[src/rtl/dcb_pkg.sv]
package dcb_pkg;
   // Width of the cutoff code and the largest shift it can select.
   localparam int CODE_W    = 4;
   localparam int MAX_SHIFT = (1 << CODE_W);

   // Shift width able to hold MAX_SHIFT + 1.
   function automatic int shift_bits(input int code_w);
      return $clog2((1 << code_w) + 2);
   endfunction
endpackage

[src/rtl/dcb_coef_dec.sv]
module dcb_coef_dec #(
   parameter int CW  = 4,
   parameter int SHW = 5
) (
   input  logic [CW-1:0]  code,
   output logic           active,
   output logic [SHW-1:0] shift
);
   initial begin
      assert (SHW >= $clog2((1 << CW) + 2))
         else $error("dcb_coef_dec: SHW too narrow for CW");
   end

   // Coefficient a = 2^-(code+1); zero code means filter off.
   always_comb begin
      active = (code != '0);
      shift  = SHW'(code) + SHW'(1);
   end
endmodule

[src/rtl/dcb_cfg_watch.sv]
module dcb_cfg_watch #(
   parameter int CW  = 4,
   parameter int NCH = 4
) (
   input  logic           clk,
   input  logic           rst_n,
   input  logic [CW-1:0]  code,
   input  logic [NCH-1:0] bypass,
   output logic [NCH-1:0] clr
);
   logic [CW-1:0]  code_q;
   logic [NCH-1:0] byp_q;

   always_ff @(posedge clk) begin
      if (!rst_n) begin
         code_q <= '0;
         byp_q  <= '0;
      end else begin
         code_q <= code;
         byp_q  <= bypass;
      end
   end

   // History is dropped on any cutoff change or on a per-lane bypass toggle.
   always_comb begin
      clr = {NCH{code != code_q}} | (bypass ^ byp_q);
   end
endmodule

[src/rtl/dcb_chan.sv]
module dcb_chan #(
   parameter int DW    = 24,
   parameter int FW    = 16,
   parameter int SHW   = 5,
   parameter bit ROUND = 1'b1
) (
   input  logic                 clk,
   input  logic                 rst_n,
   input  logic                 in_valid,
   input  logic                 clr,
   input  logic                 en,
   input  logic [SHW-1:0]       shift,
   input  logic signed [DW-1:0] x,
   output logic signed [DW-1:0] out_y
);
   localparam int SW = DW + FW + 2;
   localparam int EW = SW + 2;
   localparam logic signed [EW-1:0] S_MAX    = EW'((64'sd1 <<< (SW - 1)) - 64'sd1);
   localparam logic signed [EW-1:0] S_MIN    = -S_MAX;
   localparam logic signed [EW-1:0] O_MAX    = EW'((64'sd1 <<< (DW - 1)) - 64'sd1);
   localparam logic signed [EW-1:0] O_MIN    = -O_MAX - EW'(1);
   localparam logic signed [EW-1:0] RND_HALF = EW'(64'sd1 <<< (FW - 1));

   initial begin
      assert (DW >= 8 && FW >= 2) else $error("dcb_chan: DW or FW too small");
      assert (EW <= 62) else $error("dcb_chan: state wider than 62 bits");
   end

   logic signed [DW-1:0] xp_q;
   logic signed [SW-1:0] yp_q;
   logic signed [EW-1:0] x_e, xp_e, yp_e, d, fwd, fb, ysum, y_sat, o_full, o_sat;

   always_comb begin
      x_e  = EW'(x);
      xp_e = clr ? '0 : EW'(xp_q);
      yp_e = clr ? '0 : EW'(yp_q);
      d    = (x_e - xp_e) <<< FW;
      fwd  = d - (d >>> (shift + 1'b1));
      fb   = yp_e - (yp_e >>> shift);
      ysum = fwd + fb;
      if (ysum > S_MAX)      y_sat = S_MAX;
      else if (ysum < S_MIN) y_sat = S_MIN;
      else                   y_sat = ysum;
   end

   generate
      if (ROUND) begin : g_round
         assign o_full = (y_sat + RND_HALF) >>> FW;
      end else begin : g_trunc
         assign o_full = y_sat >>> FW;
      end
   endgenerate

   always_comb begin
      if (o_full > O_MAX)      o_sat = O_MAX;
      else if (o_full < O_MIN) o_sat = O_MIN;
      else                     o_sat = o_full;
   end

   always_ff @(posedge clk) begin
      if (!rst_n) begin
         xp_q  <= '0;
         yp_q  <= '0;
         out_y <= '0;
      end else if (in_valid) begin
         if (!en) begin
            xp_q  <= '0;
            yp_q  <= '0;
            out_y <= x;
         end else begin
            xp_q  <= x;
            yp_q  <= SW'(y_sat);
            out_y <= DW'(o_sat);
         end
      end else if (clr) begin
         xp_q <= '0;
         yp_q <= '0;
      end
   end

   logic [SW-1:0] ymag;
   always_comb ymag = yp_q[SW-1] ? SW'(-yp_q) : SW'(yp_q);


   hold_out_chk: assert property (@(posedge clk) disable iff (!rst_n)
      !in_valid |=> $stable(out_y));

   bypass_pass_chk: assert property (@(posedge clk) disable iff (!rst_n)
      (in_valid && !en) |=> (out_y == $past(x)));

   clear_state_chk: assert property (@(posedge clk) disable iff (!rst_n)
      (clr && !in_valid) |=> (xp_q == '0 && yp_q == '0));

   decay_mono_chk: assert property (@(posedge clk) disable iff (!rst_n)
      (in_valid && en && !clr && x == xp_q) |=> (ymag <= $past(ymag)));
endmodule

[src/rtl/dcb_filter_top.sv]
module dcb_filter_top #(
   parameter int NCH   = 4,
   parameter int DW    = 24,
   parameter int FW    = 16,
   parameter int CW    = dcb_pkg::CODE_W,
   parameter bit ROUND = 1'b1
) (
   input  logic                clk,
   input  logic                rst_n,
   input  logic                in_valid,
   input  logic [NCH*DW-1:0]   in_data,
   input  logic [CW-1:0]       cutoff_code,
   input  logic [NCH-1:0]      ch_bypass,
   output logic                out_valid,
   output logic [NCH*DW-1:0]   out_data
);
   localparam int SHW = dcb_pkg::shift_bits(CW);

   initial begin
      assert (NCH >= 1) else $error("dcb_filter_top: NCH must be positive");
      assert (CW >= 1 && CW <= 5) else $error("dcb_filter_top: CW out of range");
   end

   logic           active;
   logic [SHW-1:0] shift;
   logic [NCH-1:0] clr;

   dcb_coef_dec #(.CW(CW), .SHW(SHW)) u_dec (
      .code   (cutoff_code),
      .active (active),
      .shift  (shift)
   );

   dcb_cfg_watch #(.CW(CW), .NCH(NCH)) u_watch (
      .clk    (clk),
      .rst_n  (rst_n),
      .code   (cutoff_code),
      .bypass (ch_bypass),
      .clr    (clr)
   );

   generate
      for (genvar c = 0; c < NCH; c++) begin : g_ch
         logic signed [DW-1:0] y_c;
         dcb_chan #(.DW(DW), .FW(FW), .SHW(SHW), .ROUND(ROUND)) u_chan (
            .clk      (clk),
            .rst_n    (rst_n),
            .in_valid (in_valid),
            .clr      (clr[c]),
            .en       (active && !ch_bypass[c]),
            .shift    (shift),
            .x        ($signed(in_data[c*DW +: DW])),
            .out_y    (y_c)
         );
         assign out_data[c*DW +: DW] = y_c;
      end
   endgenerate

   always_ff @(posedge clk) begin
      if (!rst_n) out_valid <= 1'b0;
      else        out_valid <= in_valid;
   end


   strobe_follow_chk: assert property (@(posedge clk) disable iff (!rst_n)
      in_valid |=> out_valid);

   strobe_quiet_chk: assert property (@(posedge clk) disable iff (!rst_n)
      !in_valid |=> !out_valid);

   off_passthru_chk: assert property (@(posedge clk) disable iff (!rst_n)
      (in_valid && cutoff_code == '0) |=> (out_data == $past(in_data)));
endmodule

[config.mk]
export PLATFORM = sky130hd
export DESIGN_NAME = dcb_filter_top
export DESIGN_NICKNAME = d
export VERILOG_FILES = /design/src/rtl/dcb_pkg.sv /design/src/rtl/dcb_coef_dec.sv /design/src/rtl/dcb_cfg_watch.sv /design/src/rtl/dcb_chan.sv /design/src/rtl/dcb_filter_top.sv
export SDC_FILE = /design/constraint.sdc
export NUM_CORES = 2
export LEC_CHECK = 0
export BUFFER_PORTS_ARGS = -buffer_cell sky130_fd_sc_hd__buf_2
export CORE_MARGIN = 3
export CORE_UTILIZATION = 50
export CTS_CLUSTER_DIAMETER = 50
export DETAILED_ROUTE_END_ITERATION = 7
export PLACE_DENSITY = 0.8
export REMOVE_ABC_BUFFERS = 1
export SYNTH_ARGS = -nofsm -noshare
export SYNTH_HDL_FRONTEND = slang
export SYNTH_SLANG_ARGS = --single-unit
[constraint.sdc]
create_clock -name clk -period 15.55 [get_ports clk]
set_input_delay 2.3325 -clock clk [delete_from_list [all_inputs] [get_ports clk]]
set_output_delay 2.3325 -clock clk [all_outputs]
set_load 0.05 [all_outputs]
==> results.txt <==
The final max-slew violation count came out at 0. The number of antenna-violating nets in the routed design is 0. The combined area of the multi-input logic cells came out at 0.0489 sq mm.

Entering global routing, the biggest net connects 118 pins. The register area came out at 0.00739 sq mm. Leaving out fill and tap cells, the most frequent cells in the layout are sky130_fd_sc_hd__nand2_1, sky130_fd_sc_hd__nor2_1, sky130_fd_sc_hd__o21ai_0, sky130_fd_sc_hd__a21oi_1, sky130_fd_sc_hd__inv_1. The average size of a mapped cell came out at 7.07 sq um. The count of unique library cells instantiated by Yosys is 117. Counting flops with an async set or reset pin after synthesis yields a share of 0%.

The worst setup margin came out at 0.453 ns. The die is 352 um tall. The overall die area is 0.124 sq mm.

The core box area came out at 0.118 sq mm. Timing would allow up to 66.2 MHz. The post-synthesis cell type with the largest combined area is sky130_fd_sc_hd__dfxtp_1.

STA classifies the critical path endpoint as a flip-flop. Across the run, the number of max-cap violations was 0. The number of global-route vias before repair is 62100.

The worst path in the final design needs a cycle of 15.10 ns, including I/O delays and setup. The number of remaining DRC errors came out at 0. For this run, the detailed router's first-pass iteration total came to 8. The worst hold margin came out at 0.445 ns. The number of input and output port buffers inserted is 203. For this design, the CTS-stage hold fixing added 0 buffers. The share of the synthesized area in the top cell type is 12.4%. The clock slew seen by the registers of the worst setup and hold paths is 0.06 ns. The final period utilization is 97.1%. The start point of the critical path is cutoff_code[0]. The flow ran to the end, and the final reports show no timing, DRC or antenna violations. The effective utilization at floorplan came out at 50.5%. The most common cell after layout, fill and taps aside is sky130_fd_sc_hd__nand2_1. The destination of the worst hold path is g_ch[3].u_chan.yp_q[2]. The final hold violation count came out at 0. The TritonCTS clock tree is built. In this run the most critical hold path is launched from g_ch[3].u_chan.yp_q[2]. The cell sitting at the root of the clock tree is a sky130_fd_sc_hd__clkbuf_16. In this run the critical register-to-register path is captured at g_ch[0].u_chan.out_y[22]. The worst hold path belongs to the class flip-flop to flip-flop.

Counting flops with a built-in enable in the synthesized netlist gives 0. The number of placed instances, taps included, is 9797. The register area share after synthesis is 12.4%. The layout net count is 9068. Sorting the synthesized cells by area gives the leading types as sky130_fd_sc_hd__dfxtp_1, sky130_fd_sc_hd__fa_1, sky130_fd_sc_hd__o21ai_0. The worst clock skew on the final layout is 0.0269 ns. Counting cells, the worst reg-to-reg path comes to 52. Clock tree synthesis found a total of 369 sinks. STA classifies the critical path startpoint as an input pin. The flop-to-flop setup slack is 1.99 ns. The initial antenna violation count came out at 9.

The minimum setup slack after placement is -0.362 ns. The number of standard-cell rows in the floorplan is 126. Synthesis produced a netlist whose cell count is 8439. Setup violations remaining at the end of the flow were counted as 0.

In this run the cell area of the synthesized design comes to 0.0597 sq mm. In the synthesized netlist the dominant register cell turns out to be sky130_fd_sc_hd__dfxtp_1. After the first detailed-routing iteration, the DRC count stood at 8995. The critical-path cell with the highest stage delay is sky130_fd_sc_hd__or4_1. The routed wirelength normalized by instance count came out at 24.8 um. The number of buffers on the longest clock path is 3. The yosys synthesis warning count is 0. By instance count, the cell type seen most on the critical path is sky130_fd_sc_hd__buf_4. For this design the top-level I/O count stands at 204.

By startpoint and endpoint, the worst setup path is classified as input pin to flip-flop. The number of cells on the worst hold path came out at 2. The detailed placer's ending HPWL came out at 191000 um. The required time of the critical path came out at 16.13 ns. The number of buffers added by the clock tree synthesis step is 67. The number of H-tree levels is 3. The total routed wirelength is 246000 um. The headroom to the max-slew limit is 9.00%. Relative to the synthesized area, the layout overhead comes to 8.36%.

The highest net fanout along the worst path is 14. The maximum cell stage delay along the critical path came out at 0.58 ns. From left edge to right edge, the die measures 352 um. The number of standard cells in the layout, taps in and fillers out came out at 9920. The total global routing track utilization is 38.2%. The source-to-sink clock delay at the later pin of the worst-skew pair is 0.66 ns. The critical register-to-register path startpoint is u_watch.code_q[0]. The final RePlAce weighted congestion came out at 1.11. The slew of the pin with the lowest slew margin came out at 1.35 ns. Using the TritonRoute via totals, the vias-per-cell ratio works out to 6.72. The overall overflow remaining after global route is 0. Fill cells in the final layout number 11500.

At the worst endpoint, the arrival time is 15.68 ns. The fraction of final layout cells with drive strength greater than 1 is 10.0%. The register bit total from synthesis came out at 369. The routed layout has 66700 vias.

The wire length of the first global-routing pass is 371000 um.
## Yosys cell counts (all sizes together) (199+ instances only)
cell,n
a22oi,199
nand2,992
mux2i,343
nand3,235
clkbuf,469
fa,288
dfxtp,369
nor2,999
o21ai,935
inv,404
a21oi,637
ha,340
## what timing repair did
action                                  4_1_cts  5_1_grt
buffers inserted                              0        3
hold endpoints to repair                      0        0
endpoints found under the setup margin        0       91
resized for setup                             0       43
## kinds of logic after synthesis
kind of cell	synth area share, %
fa+ha+maj	16.8
buf+inv	6.42
mux	9.13
flops	12.4
xor+xnor	3.79
simple gates	23.0
compound gates	28.5
## worst max-delay path: cells and delay by family
kind / cells / cell delay, ns
adders and majority gates: 5 / 2.12
and+or+nand+nor: 25 / 5.68
buffers and inverters: 8 / 1.52
muxes: 1 / 0.33
AOI/OAI and AO/OA: 13 / 3.37
xor gates and xnor gates: 1 / 0.31
## metrics by stage
stage / instance area [sq um] / setup TNS [ns] / utilization, %
2_1_floorplan: 57400 / -3705.23 / -
4_1_cts: 64500 / 0 / 54.5
3_5_place_dp: 62200 / -5.77 / 52.6
3_3_place_gp: 62200 / -2.43 / 52.6
5_1_grt: 64700 / -0.0174 / 54.7
6_report: 64700 / 0 / 54.7
## routing by layer
layer  track usage (%)  share of wire, %  up-vias  wire [um]
met4              20.4               6.1       10      15000
met1              50.0                40    31700      97900
li1                  -                 -    30100          -
met2              58.9                43     4066     107000
met5                 0             0.026        -         64
met3              7.84                11      820      26000
## sequential cells by signal, indices dropped and copies added, names as in the netlist
register           count
out_valid              1
g_ch.u_chan.yp_q     168
g_ch.u_chan.xp_q      96
g_ch.u_chan.out_y     96
u_watch.byp_q          4
u_watch.code_q         4
## worst max-delay path by stage
| stage | endpoint | slack [ns] |
|---|---|---|
| floorplan | g_ch[0].u_chan.out_y[18] | -16.19 |
| global placement | g_ch[0].u_chan.out_y[18] | -0.25 |
| detailed placement | g_ch[0].u_chan.out_y[18] | -0.36 |
| CTS | g_ch[0].u_chan.out_y[18] | 0.29 |
| global route | g_ch[0].u_chan.out_y[4] | -0.01 |
| finish | g_ch[0].u_chan.out_y[22] | 0.45 |
## cell type report
class,instances,area share [%]
timing repair buffer,413,4.13
sequential,369,11.4
clock buffer,78,2.77
inverter,410,2.41
multi-input combinational,7072,75.5
clock inverter,41,0.747
tap,1536,2.97
antenna,1,0.00387
Power is left out: the tool's default activity adds up to more than one toggle a clock period on the data nets, which glitch-free logic cannot reach.
